`src/rtl/qls_pkg.sv`:
```
package qls_pkg;
  localparam int unsigned QLS_SYNC_STAGES = 2;
  localparam int unsigned QLS_DLY_DEFAULT = 10000; // 100 us at 100 MHz
endpackage

```
`src/rtl/qls_sync.sv`:
```
module qls_sync #(
  parameter int unsigned W      = 1,
  parameter int unsigned STAGES = qls_pkg::QLS_SYNC_STAGES
) (
  input  logic         clk_i,
  input  logic         rst_ni,
  input  logic [W-1:0] d_i,
  output logic [W-1:0] q_o
);
  logic [W-1:0] stg [STAGES];

  always_ff @(posedge clk_i or negedge rst_ni) begin
    if (!rst_ni) stg[0] <= '0;
    else         stg[0] <= d_i;
  end

  for (genvar k = 1; k < STAGES; k++) begin : g_stage
    always_ff @(posedge clk_i or negedge rst_ni) begin
      if (!rst_ni) stg[k] <= '0;
      else         stg[k] <= stg[k-1];
    end
  end

  assign q_o = stg[STAGES-1];
endmodule

```
`src/rtl/qls_chan.sv`:
```
module qls_chan (
  input  logic clk_i,
  input  logic rst_ni,
  input  logic ena_i,
  input  logic prg_i,
  input  logic cmd_i,
  input  logic open_i,
  input  logic ot_i,
  input  logic dlow_i,
  output logic gate_o,
  output logic fault_o
);
  logic cmd_eff, on_cmd, gate_q;

  // unconnected command pin settles at the level that means OFF
  assign cmd_eff = open_i ? ~prg_i : cmd_i;
  assign on_cmd  = ena_i & (prg_i ? cmd_eff : ~cmd_eff);

  always_ff @(posedge clk_i or negedge rst_ni) begin
    if (!rst_ni) gate_q <= 1'b0;
    else         gate_q <= on_cmd & ~ot_i;
  end

  assign gate_o  = gate_q;
  assign fault_o = (on_cmd & ot_i) | (ena_i & ~on_cmd & dlow_i);

  p_hot_off_r5: assert property (@(posedge clk_i) disable iff (!rst_ni)
    ot_i |=> !gate_q);
  p_polarity_r2: assert property (@(posedge clk_i) disable iff (!rst_ni)
    (ena_i && !open_i && !ot_i && (cmd_i == prg_i)) |=> gate_q);
  p_open_off_r3: assert property (@(posedge clk_i) disable iff (!rst_ni)
    open_i |=> !gate_q);
endmodule

```
`src/rtl/qls_fault_filter.sv`:
```
module qls_fault_filter #(
  parameter int unsigned DLY_CYC = qls_pkg::QLS_DLY_DEFAULT
) (
  input  logic clk_i,
  input  logic rst_ni,
  input  logic ena_i,
  input  logic prg_i,
  input  logic fault_any_i,
  output logic flag_o
);
  localparam int unsigned CW = $clog2(DLY_CYC + 1);
  localparam logic [CW-1:0] CMAX = CW'(DLY_CYC);

  logic [CW-1:0] cnt_q, cnt_nxt;
  logic          flag_q;

  always_comb begin
    if (!fault_any_i)       cnt_nxt = '0;
    else if (cnt_q == CMAX) cnt_nxt = cnt_q;
    else                    cnt_nxt = cnt_q + 1'b1;
  end

  always_ff @(posedge clk_i or negedge rst_ni) begin
    if (!rst_ni) begin
      cnt_q  <= '0;
      flag_q <= 1'b1;
    end else begin
      cnt_q <= cnt_nxt;
      if (!ena_i)                flag_q <= 1'b1;
      else if (cnt_nxt == CMAX)  flag_q <= ~prg_i;
      else                       flag_q <= prg_i;
    end
  end

  assign flag_o = flag_q;

  initial begin
    a_dly_min_r8: assert (DLY_CYC >= 2);
  end

  p_quiet_flag_r7: assert property (@(posedge clk_i) disable iff (!rst_ni)
    (ena_i && !fault_any_i) |=> (flag_q == $past(prg_i)));
  p_no_early_r8: assert property (@(posedge clk_i) disable iff (!rst_ni)
    (ena_i && fault_any_i && cnt_q < CW'(DLY_CYC - 1)) |=> (flag_q == $past(prg_i)));
  p_cnt_bound_r8: assert property (@(posedge clk_i) disable iff (!rst_ni)
    cnt_q <= CMAX);
endmodule

```
`src/rtl/quad_lss_ctrl.sv`:
```
module quad_lss_ctrl #(
  parameter int unsigned N_CH    = 4,
  parameter int unsigned DLY_CYC = qls_pkg::QLS_DLY_DEFAULT
) (
  input  logic            clk_i,
  input  logic            rst_ni,
  input  logic            ena_i,
  input  logic            ena_open_i,
  input  logic            prg_i,
  input  logic            prg_open_i,
  input  logic [N_CH-1:0] chan_in_i,
  input  logic [N_CH-1:0] chan_open_i,
  input  logic [N_CH-1:0] ot_i,
  input  logic [N_CH-1:0] dlow_i,
  output logic [N_CH-1:0] gate_o,
  output logic            fault_o
);
  localparam int unsigned SW = 4 + 4 * N_CH;

  logic [SW-1:0]   raw, syn;
  logic [N_CH-1:0] s_in, s_dlow, s_ot, s_open, ch_fault;
  logic            ena_s, prg_s, fault_any;

  assign raw = {ena_open_i, ena_i, prg_open_i, prg_i,
                chan_open_i, ot_i, dlow_i, chan_in_i};

  qls_sync #(.W(SW)) i_sync (
    .clk_i (clk_i), .rst_ni(rst_ni), .d_i(raw), .q_o(syn)
  );

  assign s_in   = syn[N_CH-1:0];
  assign s_dlow = syn[2*N_CH-1:N_CH];
  assign s_ot   = syn[3*N_CH-1:2*N_CH];
  assign s_open = syn[4*N_CH-1:3*N_CH];
  // unconnected enable or select pin reads as low
  assign prg_s  = syn[4*N_CH]   & ~syn[4*N_CH+1];
  assign ena_s  = syn[4*N_CH+2] & ~syn[4*N_CH+3];

  for (genvar c = 0; c < N_CH; c++) begin : g_ch
    qls_chan i_chan (
      .clk_i  (clk_i),
      .rst_ni (rst_ni),
      .ena_i  (ena_s),
      .prg_i  (prg_s),
      .cmd_i  (s_in[c]),
      .open_i (s_open[c]),
      .ot_i   (s_ot[c]),
      .dlow_i (s_dlow[c]),
      .gate_o (gate_o[c]),
      .fault_o(ch_fault[c])
    );
  end

  assign fault_any = |ch_fault;

  qls_fault_filter #(.DLY_CYC(DLY_CYC)) i_filt (
    .clk_i      (clk_i),
    .rst_ni     (rst_ni),
    .ena_i      (ena_s),
    .prg_i      (prg_s),
    .fault_any_i(fault_any),
    .flag_o     (fault_o)
  );

  p_standby_r1: assert property (@(posedge clk_i) disable iff (!rst_ni)
    !ena_s |=> (gate_o == '0 && fault_o));
  p_standby_nofault_r1: assert property (@(posedge clk_i) disable iff (!rst_ni)
    !ena_s |-> !fault_any);
endmodule

```
`config.mk`:
```
export PLATFORM = sky130hd
export DESIGN_NAME = quad_lss_ctrl
export DESIGN_NICKNAME = d
export VERILOG_FILES = /design/src/rtl/qls_pkg.sv /design/src/rtl/qls_sync.sv /design/src/rtl/qls_chan.sv /design/src/rtl/qls_fault_filter.sv /design/src/rtl/quad_lss_ctrl.sv
export SDC_FILE = /design/constraint.sdc
export NUM_CORES = 1
export LEC_CHECK = 0
export ABC_AREA = 0
export BUFFER_PORTS_ARGS = -buffer_cell sky130_fd_sc_hd__buf_2
export CORE_MARGIN = 8
export CORE_UTILIZATION = 61
export CTS_BUF_LIST = sky130_fd_sc_hd__clkbuf_16
export DETAILED_ROUTE_END_ITERATION = 8
export GPL_TIMING_DRIVEN = 0
export PLACE_DENSITY = 0.83
export SYNTH_ARGS = -nofsm -noshare
export SYNTH_HDL_FRONTEND = slang
export SYNTH_SLANG_ARGS = --single-unit
```
`constraint.sdc`:
```
create_clock -name clk_i -period 3.35 [get_ports clk_i]
set_clock_uncertainty 0.15 [all_clocks]
set_input_delay 0.67 -clock clk_i [delete_from_list [all_inputs] [get_ports clk_i]]
set_output_delay 0.67 -clock clk_i [all_outputs]
set_load 0.02 [all_outputs]
```
Word-level counts from Yosys, hierarchy flattened
Index checks and enable logic that the tools add are counted.

storage, ports and cells
  register bits = 59
  input bits = 22

cells by class
  add/sub/neg operators = 1
  equality and inequality tests = 2
  mux-type cells = 12
  bitwise gates (word level) = 41
  reductions and logical operators = 1

operators by type and width
  operator                                       number
  equality test 14 bit, second input constant    2
  2-to-1 mux 14 bit                              2
  AND 1 bit                                      22
  inverter 1 bit                                 15
  adder 14 x 1 -> 14 bit, second input constant  1
  2-to-1 mux 1 bit                               10
  OR 1 bit                                       4
  OR reduction 4 bit                             1

Depth between registers and ports, before layout
Gate-level depths: netlist of the first run.

  depth in word-level cells = 16
  depth in mapped cells = 9
  depth with buffers taken out = 8

By module
From an unflattened synthesis of the first run, not the netlist that was laid out.

second synthesis, totals
  cell total of the unflattened synthesis = 191
  area total of the unflattened synthesis = 2378.5 sq um

by module, submodules not included
  module            times used  cells an instance  area each (sq um)  seq. area each (sq um)
  qls_sync          1           60                 1151.1             1001.0
  qls_fault_filter  1           100                952.2              376.6
  qls_chan          4           7                  63.8               25.0
  quad_lss_ctrl     1           3                  20.0               0.0

Worst setup path after synthesis of the first run
No wires, ideal clock.

  path type = reg2reg
  start = register i_filt.cnt_q[1]
  end = register i_filt.flag_q, in the netlist i_filt.flag_o
  arrival = 1.812 ns
  data required time = 3.117 ns
  setup slack = 1.305 ns
  cell stages (with the launch flop) = 9
  buffers on the path = 1
  period minus slack after synthesis = 2.045 ns
  path through = dfrtp_1 ha_1 and3_1 buf_6 xnor2_1 nand2b_4 a2111oi_4 a311oi_1 a41oi_1

between the ends
  cells in the longest elaborated chain, start to end = 6

ends and longest elaborated chain
  item                                                            line                                            RTL
  from (decl)                                                     qls_fault_filter.sv:14                          logic [CW-1:0] cnt_q, cnt_nxt;
  from (signal assigned)                                          qls_fault_filter.sv:28                          cnt_q <= cnt_nxt;
  adder 14 x 1 -> 14 bit or equality test 14 bit (tied branches)  qls_fault_filter.sv:20, qls_fault_filter.sv:19
  2-to-1 mux 14 bit *                                             qls_fault_filter.sv:19                          else if (cnt_q == CMAX) cnt_nxt = cnt_q;
  2-to-1 mux 14 bit *                                             qls_fault_filter.sv:18                          if (!fault_any_i) cnt_nxt = '0;
  equality test 14 bit *                                          qls_fault_filter.sv:30                          else if (cnt_nxt == CMAX) flag_q <= ~prg_i;
  2-to-1 mux 1 bit *                                              qls_fault_filter.sv:30
  2-to-1 mux 1 bit *                                              qls_fault_filter.sv:29                          if (!ena_i) flag_q <= 1'b1;
  to (signal assigned)                                            qls_fault_filter.sv:30
  to (signal assigned)                                            qls_fault_filter.sv:31                          else flag_q <= prg_i;
  to (decl)                                                       qls_fault_filter.sv:15                          logic flag_q;

Mark *: on every way between the ends. The rest lies on a longest branch, timed or not.

Final worst setup path of the first run
  start = register i_sync.stg, in the netlist i_sync.q_o[17]
  end = register i_filt.cnt_q[6]

between the ends
  cells in the longest elaborated chain, start to end = 13

ends and longest elaborated chain
  item                               line                    RTL
  from (decl)                        qls_sync.sv:10          logic [W-1:0] stg [STAGES];
  from (signal, indexed assignment)  qls_sync.sv:20          else stg[k] <= stg[k-1];
  inverter 1 bit *                   quad_lss_ctrl.sv:36     assign prg_s = syn[4*N_CH] & ~syn[4*N_CH+1];
  AND 1 bit *                        quad_lss_ctrl.sv:36
  inverter 1 bit                     qls_chan.sv:16          assign cmd_eff = open_i ? ~prg_i : cmd_i;
  2-to-1 mux 1 bit                   qls_chan.sv:16
  inverter 1 bit                     qls_chan.sv:17          assign on_cmd = ena_i & (prg_i ? cmd_eff : ~cmd_eff);
  2-to-1 mux 1 bit                   qls_chan.sv:17
  AND 1 bit                          qls_chan.sv:17
  inverter 1 bit                     qls_chan.sv:25          assign fault_o = (on_cmd & ot_i) | (ena_i & ~on_cmd & dlow_i);
  AND 1 bit (2 in series)            qls_chan.sv:25
  OR 1 bit                           qls_chan.sv:25
  OR reduction 4 bit *               quad_lss_ctrl.sv:54     assign fault_any = |ch_fault;
  2-to-1 mux 14 bit *                qls_fault_filter.sv:18
  net i_filt.cnt_nxt[6]              qls_fault_filter.sv:14

Mark *: on every way through the listed nets, which the timed path passes. The rest lies on a longest branch.

==> results of run 1 <==
## worst paths after layout
kind                                    to  slack (ps)  cells after the start
setup / recovery           i_filt.cnt_q[6]         980                      8
hold / removal              i_sync.q_o[16]         190                      0
setup reg to reg           i_filt.cnt_q[6]         980                      8
hold reg to reg             i_sync.q_o[16]         190                      0
max in group asynchronous    i_sync.q_o[8]        2330                      1
min in group asynchronous  i_filt.cnt_q[2]         260                      1
## through the flow
step	worst slack [ps]	instances	total power (W)
2_1_floorplan	1310	172	0.000790
3_3_place_gp	1190	246	0.000821
3_5_place_dp	1050	246	0.000826
4_1_cts	999	262	0.00177
5_1_grt	863	262	0.00180
6_report	981	262	0.00175
## worst register-to-register path, delay by kind of cell (launching register included)
family                 cells  cell delay [ps]
buffers and inverters      2              410
DFF                        1              350
muxes                      2              620
and+or+nand+nor            4              700
## state kept, by name (all words and copies together), names as in the netlist
register,cells
g_ch.i_chan.gate_o,4
i_filt.cnt_q,14
i_sync.stg,20
i_filt.flag_o,1
i_sync.q_o,20
## power by group through the flow
stage	clock, W	combinational (W)	sequential [W]
4_1_cts	0.000949	0.0000644	0.000753
3_3_place_gp	0	0.0000595	0.000761
6_report	0.000930	0.0000633	0.000753
3_5_place_dp	0	0.0000624	0.000764
2_1_floorplan	0	0.0000291	0.000761
5_1_grt	0.000976	0.0000711	0.000755
## area by class of cell
type                       instances  area (µm²)  area share
inverter                           3        11.3     0.00407
clock buffer                       9         225      0.0814
sequential                        59        1480       0.534
tap                               48        60.1      0.0217
clock inverter                     7        83.8      0.0303
buffer                             9        70.1      0.0253
timing repair buffer              26         133      0.0479
multi-input combinational        101         706       0.255
## layer usage
metal | track usage | vias to the layer above | share of wire
li1 | - | 657 | -
met1 | 0.154 | 686 | 0.39
met2 | 0.266 | 39 | 0.53
met3 | 0.0524 | 15 | 0.037
met4 | 0.119 | 0 | 0.039
met5 | 0 | - | 0
## synthesized netlist by cell type, drive strengths merged, types with 2 or more instances
library cell	count	area, µm²
nor2b	5	31.3
xnor2	5	43.8
nand4	6	43.8
and3	2	12.5
a21oi	2	10.0
nor2	25	93.8
and4	2	18.8
nor3	5	25.0
and2	2	13.8
xor2	8	70.1
nand3	3	15.0
ha	2	25.0
mux2i	10	100
nand2	8	30.0
buf	9	70.1
inv	3	11.3
dfrtp	58	1450
## cells by family (layout without fill, tap and decap cells)
logic type      count (synthesis)  after routing
xor+xnor                       13             13
buf+inv                        12             54
compound gates                 10             10
fa+ha+maj                       2              2
flops                          59             59
mux                            10             10
simple gates                   66             66
==> impl_results.html, run 1 <==
<table>
<tr><th>Metric</th><th>Value</th></tr>
<tr><th colspan="2">Cells and area</th></tr>
<tr><td>Ratio of cells with drive above 1 in the final layout</td><td>0.262</td></tr>
<tr><td>Final Core Density</td><td>0.767</td></tr>
<tr><td>Commonest non-fill, non-tap cells in the layout</td><td>dfrtp_1, buf_2, nor2_1</td></tr>
<tr><td>Final #Nets</td><td>233</td></tr>
<tr><td>Filler cells</td><td>211</td></tr>
<tr><td>Layout Area Growth over Synthesis</td><td>22.2%</td></tr>
<tr><td>Final cell area excluding filler cells</td><td>around 0.0028 mm²</td></tr>
<tr><td>Commonest non-fill, non-tap cell in the layout</td><td>dfrtp_1</td></tr>
<tr><td>Antenna diode instance count</td><td>0</td></tr>
<tr><th colspan="2">Global routing</th></tr>
<tr><td>Gr ovfl total</td><td>0</td></tr>
<tr><td>Largest net degree at the start of global routing</td><td>60</td></tr>
<tr><td>Number of antenna violations at the first check in global routing</td><td>0</td></tr>
<tr><td>Global-route wire length before repair</td><td>between 7000 and 8000 µm</td></tr>
<tr><td>Via count of the first global-routing pass</td><td>~1500</td></tr>
<tr><td>Aggregate global-route resource usage</td><td>0.156</td></tr>
<tr><th colspan="2">Timing</th></tr>
<tr><td>Part of the cycle the worst path needs</td><td>0.707</td></tr>
<tr><td>Achievable frequency</td><td>422 MHz</td></tr>
<tr><td>Worst slew margin relative to its limit</td><td>0.533</td></tr>
<tr><td>Total negative slack for setup checks</td><td>0 ps</td></tr>
<tr><td>Shortest clock period the worst path allows after layout</td><td>2370 ps</td></tr>
<tr><td>Slew at the pin closest to its max-slew limit</td><td>between 700 and 800 ps</td></tr>
<tr><td>Finish-stage setup viols</td><td>0</td></tr>
<tr><td>Slew Limit Fails</td><td>0</td></tr>
<tr><td>Worst hold slack</td><td>194 ps</td></tr>
<tr><td>Unrepaired setup endpoints after global routing</td><td>no</td></tr>
<tr><td>Final hold violation count</td><td>0</td></tr>
<tr><th colspan="2">Status</th></tr>
<tr><td>Result of the run</td><td>complete, no violations</td></tr>
<tr><th colspan="2">Critical path</th></tr>
<tr><td>CP Class</td><td>reg2reg</td></tr>
<tr><td>Endpoint arrival time on the critical path</td><td>2410 ps</td></tr>
<tr><td>Worst path cell trace</td><td>nor2b_1 -&gt; buf_6 -&gt; mux2i_1 -&gt; mux2i_1 -&gt; nand4_1 -&gt; nand2_1 -&gt; buf_2 -&gt; nor2_1</td></tr>
<tr><td>Critical path endpoint category</td><td>register</td></tr>
<tr><td>Start point of the critical path</td><td>i_sync.q_o[17]</td></tr>
<tr><td>Critical Path Fanout Max</td><td>10</td></tr>
<tr><td>Reg-to-Reg Start</td><td>i_sync.q_o[17]</td></tr>
<tr><td>Cell type of the slowest stage on the worst timing path</td><td>dfrtp_1</td></tr>
<tr><td>Critical path startpoint category</td><td>register</td></tr>
<tr><td>Critical path data required time</td><td>between 3000 and 4000 ps</td></tr>
<tr><td>Delay-heaviest family, CP</td><td>simple AND/OR/NAND/NOR gates</td></tr>
<tr><td>Largest stage delay on the critical path</td><td>350 ps</td></tr>
<tr><td>Buffer and inverter count on the worst path</td><td>2</td></tr>
<tr><td>Critical Path Most Common Cell</td><td>mux2i_1</td></tr>
<tr><th colspan="2">Worst hold path</th></tr>
<tr><td>Worst min path class</td><td>reg2reg</td></tr>
<tr><td>Hold Startpoint</td><td>i_sync.stg[36]</td></tr>
<tr><th colspan="2">Die</th></tr>
<tr><td>Num rows</td><td>22</td></tr>
<tr><td>Die W</td><td>76.9 µm</td></tr>
<tr><td>Effective utilization at floorplan</td><td>0.628</td></tr>
<tr><td>Area inside the core boundary</td><td>~0.0036 mm²</td></tr>
<tr><td>Boundary Pins</td><td>27</td></tr>
<tr><td>Die Outline Area</td><td>0.00592 mm²</td></tr>
<tr><td>Vertical die dimension</td><td>76.9 µm</td></tr>
<tr><th colspan="2">CTS</th></tr>
<tr><td>TritonCTS clock tree</td><td>built</td></tr>
<tr><td>Clock root buffer master</td><td>clkbuf_16</td></tr>
<tr><td>TritonCTS sink count</td><td>59</td></tr>
<tr><td>Clock-pin slew on the worst setup and hold paths</td><td>50 ps</td></tr>
<tr><td>H-tree levels</td><td>3</td></tr>
<tr><td>Clock latency at the later pin of the worst-skew pair</td><td>320 ps</td></tr>
<tr><td>Cts-stage hold buffer count</td><td>0</td></tr>
<tr><td>CTS max path bufs</td><td>2</td></tr>
<tr><td>Resized Gates After CTS</td><td>0</td></tr>
<tr><td>Total CTS buffers</td><td>9</td></tr>
<tr><td>Buffers inserted by post-CTS timing repair</td><td>0</td></tr>
<tr><th colspan="2">Yosys</th></tr>
<tr><td>Mux cell area share after synthesis</td><td>0.0442</td></tr>
<tr><td>Post-synthesis register bit count</td><td>59</td></tr>
<tr><td>Count of unique library cells instantiated by Yosys</td><td>39</td></tr>
<tr><td>Cell count after synthesis</td><td>between 150 and 200</td></tr>
<tr><td>Synthesized area per cell</td><td>13.2 µm²</td></tr>
<tr><td>Sequential cell area fraction in the yosys report</td><td>0.652</td></tr>
<tr><td>Complex-gate fraction of the synthesized area</td><td>0.0414</td></tr>
<tr><td>Area share of xor/xnor cells in the synthesized design</td><td>0.0503</td></tr>
<tr><td>Yosys Warn Count</td><td>0</td></tr>
<tr><td>Adder-Cell Fraction of Synth Area</td><td>0.0110</td></tr>
<tr><td>Post-synth top flop</td><td>dfrtp_1</td></tr>
<tr><td>Count of flip-flops with a built-in enable after synthesis</td><td>0</td></tr>
<tr><td>Main combinational cell family by area after synthesis</td><td>simple AND/OR/NAND/NOR gates</td></tr>
<tr><td>Synth async-reset ratio</td><td>1.00</td></tr>
<tr><td>Post-synthesis net count</td><td>196</td></tr>
<tr><td>Mapped Area</td><td>around 0.0023 mm²</td></tr>
<tr><td>Simple-Gate Fraction of Synth Area</td><td>0.165</td></tr>
<tr><th colspan="2">Detailed routing</th></tr>
<tr><td>Initial drt markers</td><td>70</td></tr>
<tr><td>Mean routed wirelength per cell</td><td>16.2 µm</td></tr>
<tr><td>Number of nets with antenna violations after detailed routing</td><td>0</td></tr>
<tr><td>Total number of vias</td><td>1397</td></tr>
<tr><td>Number of iterations in the first detailed-routing pass</td><td>4</td></tr>
<tr><td>DRC</td><td>0</td></tr>
<tr><td>Drt via density</td><td>5.33</td></tr>
<tr><td>Detailed Route WL</td><td>about 4200 µm</td></tr>
<tr><th colspan="2">Place</th></tr>
<tr><td>IO Port Bufs</td><td>26</td></tr>
<tr><td>HPWL after detailed placement</td><td>between 2000 and 3000 µm</td></tr>
<tr><td>Placement Cell Area</td><td>0.00245 mm²</td></tr>
<tr><td>Weighted congestion reported at the end of routability-driven placement</td><td>0.945</td></tr>
<tr><th colspan="2">Pwr</th></tr>
<tr><td>Power share of the sequential group</td><td>0.431</td></tr>
<tr><td>Internal power contribution</td><td>0.00141 W</td></tr>
<tr><td>Power spent charging and discharging nets</td><td>between 0.0003 and 0.0004 W</td></tr>
<tr><td>Pwr dens</td><td>631 mW/mm²</td></tr>
<tr><td>Switching part of the total</td><td>0.195</td></tr>
<tr><td>Share of total power in the clock network</td><td>0.533</td></tr>
<tr><td>IR Drop Worst-Case VDD</td><td>0.492 mV</td></tr>
<tr><td>Cell leakage power</td><td>1.27 nW</td></tr>
<tr><td>Comb power frac</td><td>0.036</td></tr>
<tr><th colspan="2">Job</th></tr>
<tr><td>Maximum Capacitance Violations</td><td>0</td></tr>
</table>
(Power assumes the default switching activity.)
==> run 2, diff against run 1 <==
--- a/config.mk
+++ b/config.mk
@@ -8,11 +8,11 @@
 export ABC_AREA = 0
 export BUFFER_PORTS_ARGS = -buffer_cell sky130_fd_sc_hd__buf_2
 export CORE_MARGIN = 8
-export CORE_UTILIZATION = 61
+export CORE_UTILIZATION = 56
 export CTS_BUF_LIST = sky130_fd_sc_hd__clkbuf_16
 export DETAILED_ROUTE_END_ITERATION = 8
 export GPL_TIMING_DRIVEN = 0
-export PLACE_DENSITY = 0.83
+export PLACE_DENSITY = 0.77
 export SYNTH_ARGS = -nofsm -noshare
 export SYNTH_HDL_FRONTEND = slang
 export SYNTH_SLANG_ARGS = --single-unit
==> constraint.sdc (replaced) <==
create_clock -name clk_i -period 2.28 [get_ports clk_i]
set_clock_uncertainty 0.15 [all_clocks]
set_input_delay 0.456 -clock clk_i [delete_from_list [all_inputs] [get_ports clk_i]]
set_output_delay 0.456 -clock clk_i [all_outputs]
set_load 0.02 [all_outputs]
==> run 2 against run 1 <==
Effect of this change: wire length decreased by 0.24%; setup slack got worse by 940 ps; count of clock-buffer cells in the layout is the same; die area is 7.0% higher.
==> impl_results.html, run 2 (synthesized netlist as in run 1, its figures left out) <==
<table>
<tr><th>Metric</th><th>Value</th></tr>
<tr><th colspan="2">Timing</th></tr>
<tr><td>Achievable frequency</td><td>447 MHz (was 422 MHz)</td></tr>
<tr><td>Unrepaired setup endpoints after global routing</td><td>yes (was no)</td></tr>
<tr><td>Final hold violation count</td><td>0 (unchanged)</td></tr>
<tr><td>Slew at the pin closest to its max-slew limit</td><td>636 ps (was 701 ps)</td></tr>
<tr><td>Worst slew margin relative to its limit</td><td>0.576 (was 0.533)</td></tr>
<tr><td>Finish-stage setup viols</td><td>0 (unchanged)</td></tr>
<tr><td>Part of the cycle the worst path needs</td><td>0.982 (was 0.707)</td></tr>
<tr><td>Shortest clock period the worst path allows after layout</td><td>2240 ps (was 2370 ps)</td></tr>
<tr><td>Post-layout worst setup margin</td><td>41.5 ps (was 981 ps)</td></tr>
<tr><td>Total negative slack for setup checks</td><td>0 ps (unchanged)</td></tr>
<tr><td>Worst hold slack</td><td>6.37 ps (was 194 ps)</td></tr>
<tr><td>Slew Limit Fails</td><td>0 (unchanged)</td></tr>
<tr><th colspan="2">Pwr</th></tr>
<tr><td>Comb power frac</td><td>0.041 (was 0.036)</td></tr>
<tr><td>Power share of the sequential group</td><td>0.393 (was 0.431)</td></tr>
<tr><td>Internal power contribution</td><td>0.00230 W (was 0.00141 W)</td></tr>
<tr><td>Switching part of the total</td><td>0.179 (was 0.195)</td></tr>
<tr><td>Power spent charging and discharging nets</td><td>0.000502 W (was 0.000340 W)</td></tr>
<tr><td>Cell leakage power</td><td>1.32 nW (was 1.27 nW)</td></tr>
<tr><td>Pwr dens</td><td>950 mW/mm² (was 631 mW/mm²)</td></tr>
<tr><td>Share of total power in the clock network</td><td>0.566 (was 0.533)</td></tr>
<tr><td>IR Drop Worst-Case VDD</td><td>0.752 mV (was 0.492 mV)</td></tr>
<tr><th colspan="2">Place</th></tr>
<tr><td>Placement Cell Area</td><td>0.00246 mm² (was 0.00245 mm²)</td></tr>
<tr><td>Total placed cells including tap cells</td><td>248 (was 246)</td></tr>
<tr><td>Weighted congestion reported at the end of routability-driven placement</td><td>0.908 (was 0.945)</td></tr>
<tr><td>HPWL after detailed placement</td><td>2570 µm (was 2680 µm)</td></tr>
<tr><td>Post-placement setup slack</td><td>36.0 ps (was 1050 ps)</td></tr>
<tr><td>IO Port Bufs</td><td>26 (unchanged)</td></tr>
<tr><th colspan="2">Die</th></tr>
<tr><td>Die W</td><td>79.6 µm (was 76.9 µm)</td></tr>
<tr><td>Die Outline Area</td><td>0.00633 mm² (was 0.00592 mm²)</td></tr>
<tr><td>Effective utilization at floorplan</td><td>0.574 (was 0.628)</td></tr>
<tr><td>Vertical die dimension</td><td>79.6 µm (was 76.9 µm)</td></tr>
<tr><td>Boundary Pins</td><td>27 (unchanged)</td></tr>
<tr><td>Area inside the core boundary</td><td>0.00394 mm² (was 0.00361 mm²)</td></tr>
<tr><td>Num rows</td><td>23 (was 22)</td></tr>
<tr><th colspan="2">Critical path</th></tr>
<tr><td>Critical path startpoint category</td><td>register (unchanged)</td></tr>
<tr><td>Critical path endpoint category</td><td>register (unchanged)</td></tr>
<tr><td>Critical Path Fanout Max</td><td>3 (was 10)</td></tr>
<tr><td>Reg-to-reg setup timing slack</td><td>40 ps (was 980 ps)</td></tr>
<tr><td>CP Class</td><td>reg2reg (unchanged)</td></tr>
<tr><td>Endpoint arrival time on the critical path</td><td>2330 ps (was 2410 ps)</td></tr>
<tr><td>Critical path data required time</td><td>2370 ps (was 3390 ps)</td></tr>
<tr><th colspan="2">Cells and area</th></tr>
<tr><td>Ratio of cells with drive above 1 in the final layout</td><td>0.332 (was 0.262)</td></tr>
<tr><td>Commonest non-fill, non-tap cells in the layout</td><td>dfrtp_1, buf_2, nor2_1 (unchanged)</td></tr>
<tr><td>Layout Area Growth over Synthesis</td><td>30.4% (was 22.2%)</td></tr>
<tr><td>Final #Nets</td><td>239 (was 233)</td></tr>
<tr><td>Final cell area excluding filler cells</td><td>0.00295 mm² (was 0.00277 mm²)</td></tr>
<tr><td>Antenna diode instance count</td><td>0 (unchanged)</td></tr>
<tr><td>Fin cells</td><td>270 (was 262)</td></tr>
<tr><td>Commonest non-fill, non-tap cell in the layout</td><td>dfrtp_1 (unchanged)</td></tr>
<tr><th colspan="2">Global routing</th></tr>
<tr><td>Largest net degree at the start of global routing</td><td>60 (unchanged)</td></tr>
<tr><td>Gr ovfl total</td><td>0 (unchanged)</td></tr>
<tr><td>Number of antenna violations at the first check in global routing</td><td>0 (unchanged)</td></tr>
<tr><td>Aggregate global-route resource usage</td><td>0.148 (was 0.156)</td></tr>
<tr><td>Via count of the first global-routing pass</td><td>1526 (was 1523)</td></tr>
<tr><td>Global-route wire length before repair</td><td>6990 µm (was 7100 µm)</td></tr>
<tr><th colspan="2">Detailed routing</th></tr>
<tr><td>Number of nets with antenna violations after detailed routing</td><td>0 (unchanged)</td></tr>
<tr><td>DRC</td><td>0 (unchanged)</td></tr>
<tr><td>Total number of vias</td><td>1411 (was 1397)</td></tr>
<tr><td>Number of iterations in the first detailed-routing pass</td><td>4 (unchanged)</td></tr>
<tr><td>Mean routed wirelength per cell</td><td>15.7 µm (was 16.2 µm)</td></tr>
<tr><td>Detailed Route WL</td><td>4240 µm (was 4250 µm)</td></tr>
<tr><td>Drt via density</td><td>5.23 (was 5.33)</td></tr>
<tr><td>Initial drt markers</td><td>81 (was 70)</td></tr>
<tr><th colspan="2">Status</th></tr>
<tr><td>Result of the run</td><td>complete, no violations (unchanged)</td></tr>
<tr><th colspan="2">CTS</th></tr>
<tr><td>Clock latency at the later pin of the worst-skew pair</td><td>320 ps (about the same)</td></tr>
<tr><td>TritonCTS sink count</td><td>59 (unchanged)</td></tr>
<tr><td>TritonCTS clock tree</td><td>built (unchanged)</td></tr>
<tr><td>Clock-pin slew on the worst setup and hold paths</td><td>50 ps (about the same)</td></tr>
<tr><td>Total CTS buffers</td><td>9 (unchanged)</td></tr>
<tr><td>H-tree levels</td><td>3 (unchanged)</td></tr>
<tr><td>Cts-stage hold buffer count</td><td>0 (unchanged)</td></tr>
<tr><td>Clock root buffer master</td><td>clkbuf_16 (unchanged)</td></tr>
<tr><td>CTS max path bufs</td><td>2 (unchanged)</td></tr>
<tr><th colspan="2">Worst hold path</th></tr>
<tr><td>Worst min path class</td><td>in2async (was reg2reg)</td></tr>
<tr><th colspan="2">Job</th></tr>
<tr><td>Maximum Capacitance Violations</td><td>0 (unchanged)</td></tr>
</table>
==> run 2: timing repair <==
| action | CTS | global route |
|---|---|---|
| buffers inserted | 0 | 6 |
| gates resized for setup | 2 | 18 |
| endpoints found under the setup margin | 10 | 8 |
| pin swaps | 0 | 5 |
==> run 2: final timing paths <==
kind | startpoint | end | cells after the start
worst min register to register | i_sync.stg[23] | i_sync.q_o[3] | 0
min in group clk_i | dlow_i[1] | i_sync.stg[25] | 1
max in group asynchronous | rst_ni | i_filt.flag_o | 2
worst max-delay path | i_filt.cnt_q[0] | i_filt.flag_o | 9
worst max register to register | i_filt.cnt_q[0] | i_filt.flag_o | 9
worst min-delay path | rst_ni | i_filt.cnt_q[10] | 1
==> run 2: routing by layer <==
layer  up-vias  global-route usage  routed length [µm]
met3        17              0.0574                 200
met4         0               0.104                 155
met1       687               0.154                1670
met2        41               0.241                2210
li1        666                   -                   -
met5         -                   0                   0
==> run 2: layout make-up <==
type / instances / area [µm²]
plain buffers: 8 / 71.3
clock buffers: 9 / 225
clock inverters: 7 / 131
fillers: 257 / 988
inverters: 3 / 13.8
multi-input cells: 101 / 776
flip-flops and latches: 59 / 1480
well taps: 50 / 62.6
repair buffers: 33 / 195
==> run 2: critical path, cell delays in order, from the launching register on <==
cell and delay [ps]:
dfrtp_1 390, buf_6 130, inv_4 50, ha_4 120, and4bb_2 260, nand4_4 140
mux2i_4 230, a2111oi_4 360, a311oi_1 150, a41oi_1 190
==> run 2: stage by stage <==
stage                     total power, W  utilization
after floorplan                  0.00116            -
after global placement           0.00121        0.623
after detailed placement         0.00121        0.623
after CTS                        0.00281        0.714
after global routing             0.00290        0.749
final                            0.00281        0.749
==> run 2: power groups by stage <==
stage               clock (W)  combinational, W  sequential, W
detailed placement          0         0.0000925        0.00112
global placement            0         0.0000879        0.00112
CTS                   0.00161         0.0000941        0.00110
floorplan                   0         0.0000427        0.00112
global route          0.00166          0.000127        0.00111
finish                0.00159          0.000115        0.00110
==> run 3, diff against run 2 <==
--- a/config.mk
+++ b/config.mk
@@ -7,6 +7,7 @@
 export LEC_CHECK = 0
 export ABC_AREA = 0
 export BUFFER_PORTS_ARGS = -buffer_cell sky130_fd_sc_hd__buf_2
+export CORE_ASPECT_RATIO = 1.1
 export CORE_MARGIN = 8
 export CORE_UTILIZATION = 56
 export CTS_BUF_LIST = sky130_fd_sc_hd__clkbuf_16
==> run 3 against run 2 <==
Effect of this change: hold slack better by 30 ps; die area about the same; critical endpoint unchanged; sequential power about the same; wire length down 10%; power down 8.9%; first-iteration DRC count down 36%; non-clock buffer count down 6.
==> impl_results.html, run 3 (synthesized netlist as in run 1, its figures left out) <==
<table>
<tr><th>Metric</th><th>Value</th></tr>
<tr><th colspan="2">Status</th></tr>
<tr><td>Result of the run</td><td>complete, no violations (unchanged)</td></tr>
<tr><th colspan="2">CTS</th></tr>
<tr><td>Total CTS buffers</td><td>9 (unchanged)</td></tr>
<tr><td>Clock root buffer master</td><td>clkbuf_16 (unchanged)</td></tr>
<tr><td>Clock latency at the later pin of the worst-skew pair</td><td>320 ps (about the same)</td></tr>
<tr><td>H-tree levels</td><td>3 (unchanged)</td></tr>
<tr><td>TritonCTS clock tree</td><td>built (unchanged)</td></tr>
<tr><td>CTS max path bufs</td><td>2 (unchanged)</td></tr>
<tr><td>Clock-pin slew on the worst setup and hold paths</td><td>50 ps (about the same)</td></tr>
<tr><td>Buffers inserted by post-CTS timing repair</td><td>0 (unchanged)</td></tr>
<tr><td>Cts-stage hold buffer count</td><td>0 (unchanged)</td></tr>
<tr><td>TritonCTS sink count</td><td>59 (unchanged)</td></tr>
<tr><th colspan="2">Place</th></tr>
<tr><td>HPWL after detailed placement</td><td>2610 µm (was 2570 µm)</td></tr>
<tr><td>IO Port Bufs</td><td>26 (unchanged)</td></tr>
<tr><td>Weighted congestion reported at the end of routability-driven placement</td><td>0.921 (was 0.908)</td></tr>
<tr><th colspan="2">Detailed routing</th></tr>
<tr><td>Detailed Route WL</td><td>3800 µm (was 4240 µm)</td></tr>
<tr><td>DRC</td><td>0 (unchanged)</td></tr>
<tr><td>Total number of vias</td><td>1398 (was 1411)</td></tr>
<tr><td>Number of iterations in the first detailed-routing pass</td><td>4 (unchanged)</td></tr>
<tr><td>Mean routed wirelength per cell</td><td>14.3 µm (was 15.7 µm)</td></tr>
<tr><td>Number of nets with antenna violations after detailed routing</td><td>0 (unchanged)</td></tr>
<tr><td>Initial drt markers</td><td>52 (was 81)</td></tr>
<tr><td>Drt via density</td><td>5.26 (was 5.23)</td></tr>
<tr><th colspan="2">Cells and area</th></tr>
<tr><td>Ratio of cells with drive above 1 in the final layout</td><td>0.276 (was 0.332)</td></tr>
<tr><td>Commonest non-fill, non-tap cell in the layout</td><td>dfrtp_1 (unchanged)</td></tr>
<tr><td>Layout Area Growth over Synthesis</td><td>22.8% (was 30.4%)</td></tr>
<tr><td>Filler cells</td><td>305 (was 257)</td></tr>
<tr><td>Commonest non-fill, non-tap cells in the layout</td><td>dfrtp_1, buf_2, nor2_1 (unchanged)</td></tr>
<tr><td>Antenna diode instance count</td><td>0 (unchanged)</td></tr>
<tr><td>Final #Nets</td><td>233 (was 239)</td></tr>
<tr><th colspan="2">Die</th></tr>
<tr><td>Die Outline Area</td><td>0.00634 mm² (was 0.00633 mm²)</td></tr>
<tr><td>Die W</td><td>76.6 µm (was 79.6 µm)</td></tr>
<tr><td>Num rows</td><td>24 (was 23)</td></tr>
<tr><td>Area inside the core boundary</td><td>0.00393 mm² (was 0.00394 mm²)</td></tr>
<tr><td>Boundary Pins</td><td>27 (unchanged)</td></tr>
<tr><td>Effective utilization at floorplan</td><td>0.576 (was 0.574)</td></tr>
<tr><td>Vertical die dimension</td><td>82.7 µm (was 79.6 µm)</td></tr>
<tr><th colspan="2">Timing</th></tr>
<tr><td>Shortest clock period the worst path allows after layout</td><td>2190 ps (was 2240 ps)</td></tr>
<tr><td>Achievable frequency</td><td>457 MHz (was 447 MHz)</td></tr>
<tr><td>Unrepaired setup endpoints after global routing</td><td>no (was yes)</td></tr>
<tr><td>Final hold violation count</td><td>0 (unchanged)</td></tr>
<tr><td>Worst slew margin relative to its limit</td><td>0.536 (was 0.576)</td></tr>
<tr><td>Slew Limit Fails</td><td>0 (unchanged)</td></tr>
<tr><td>Slew at the pin closest to its max-slew limit</td><td>696 ps (was 636 ps)</td></tr>
<tr><td>Worst hold slack</td><td>36.1 ps (was 6.37 ps)</td></tr>
<tr><td>Part of the cycle the worst path needs</td><td>0.959 (was 0.982)</td></tr>
<tr><td>Finish-stage setup viols</td><td>0 (unchanged)</td></tr>
<tr><td>Total negative slack for setup checks</td><td>0 ps (unchanged)</td></tr>
<tr><th colspan="2">Pwr</th></tr>
<tr><td>Cell leakage power</td><td>1.27 nW (was 1.32 nW)</td></tr>
<tr><td>IR Drop Worst-Case VDD</td><td>0.784 mV (was 0.752 mV)</td></tr>
<tr><td>Pwr dens</td><td>920 mW/mm² (was 950 mW/mm²)</td></tr>
<tr><th colspan="2">Global routing</th></tr>
<tr><td>Grt met1 use</td><td>0.130 (was 0.154)</td></tr>
<tr><td>Met3 usage</td><td>0.0574 (about the same)</td></tr>
<tr><td>Global-route wire length before repair</td><td>6530 µm (was 6990 µm)</td></tr>
<tr><td>Gr ovfl total</td><td>0 (unchanged)</td></tr>
<tr><td>Met2 Track Usage GR</td><td>0.242 (was 0.241)</td></tr>
<tr><td>Most congested layer reported by global routing</td><td>met2 (unchanged)</td></tr>
<tr><td>Via count of the first global-routing pass</td><td>1489 (was 1526)</td></tr>
<tr><td>Aggregate global-route resource usage</td><td>0.135 (was 0.148)</td></tr>
<tr><td>Largest net degree at the start of global routing</td><td>60 (unchanged)</td></tr>
<tr><td>Number of antenna violations at the first check in global routing</td><td>0 (unchanged)</td></tr>
<tr><th colspan="2">Critical path</th></tr>
<tr><td>Critical path startpoint category</td><td>register (unchanged)</td></tr>
<tr><td>Critical path endpoint category</td><td>register (unchanged)</td></tr>
<tr><td>Critical path data required time</td><td>2360 ps (was 2370 ps)</td></tr>
<tr><td>Critical Path Fanout Max</td><td>7 (was 3)</td></tr>
<tr><td>Endpoint arrival time on the critical path</td><td>2270 ps (was 2330 ps)</td></tr>
<tr><td>CP Class</td><td>reg2reg (unchanged)</td></tr>
<tr><th colspan="2">Job</th></tr>
<tr><td>Maximum Capacitance Violations</td><td>0 (unchanged)</td></tr>
<tr><th colspan="2">Worst hold path</th></tr>
<tr><td>Worst min path class</td><td>in2async (unchanged)</td></tr>
</table>
-- run 3: layout make-up --
type,count,area (µm²),share of cell area
plain buffers,9,72.6,0.0261
clock buffers,9,225,0.0810
clock inverters,7,83.8,0.0302
inverters,3,11.3,0.00405
multi-input cells,101,711,0.256
flip-flops and latches,59,1480,0.532
well taps,52,65.1,0.0234
repair buffers,26,133,0.0477
-- run 3: path summary, 6_finish.rpt --
path | from | to | slack (ps) | depth (start not counted)
worst max-delay path | i_filt.cnt_q[0] | i_filt.flag_o | 90 | 9
worst min-delay path | rst_ni | i_filt.cnt_q[10] | 40 | 1
worst max register to register | i_filt.cnt_q[0] | i_filt.flag_o | 90 | 9
worst min register to register | i_sync.stg[29] | i_sync.q_o[9] | 190 | 0
max in group asynchronous | rst_ni | i_filt.cnt_q[1] | 1450 | 1
min in group clk_i | chan_open_i[0] | i_sync.stg[32] | 90 | 1
-- run 3: power breakdown --
part / internal (W) / switching (W) / leakage (nW) / total (W)
clock: 0.000939 / 0.000421 / 0.152 / 0.00136
sequential: 0.00109 / 0.0000145 / 0.725 / 0.00110
combinational: 0.0000375 / 0.0000539 / 0.394 / 0.0000914
-- run 3: critical path: stages, from the launching register on --
cell and delay, ps:
dfrtp_1 370, buf_2 170, inv_1 80, ha_1 140, and4bb_2 230, nand4_2 180
mux2i_1 210, a2111oi_4 250, a311oi_1 140, a41oi_1 190
-- run 3: timing repair --
action | 4_1_cts | 5_1_grt
resized for setup | 0 | 4
endpoints found under the hold margin | 0 | 0
endpoints found under the setup margin | 0 | 11
-- run 3: metal layers --
metal,vias to the layer above,wire length (µm)
met1,700,1480
met2,37,2030
li1,655,-
met4,0,57
met3,6,234
met5,-,0
-- run 3: through the flow --
stage,instances,utilization,power [W],area [µm²],setup slack (ps)
3_5_place_dp,250,0.625,0.00121,2460,28.0
6_report,266,0.707,0.00256,2780,93.2
4_1_cts,266,0.704,0.00259,2770,15.5
5_1_grt,266,0.707,0.00265,2780,4.61
2_1_floorplan,172,-,0.00116,2260,235
3_3_place_gp,250,0.625,0.00121,2460,101
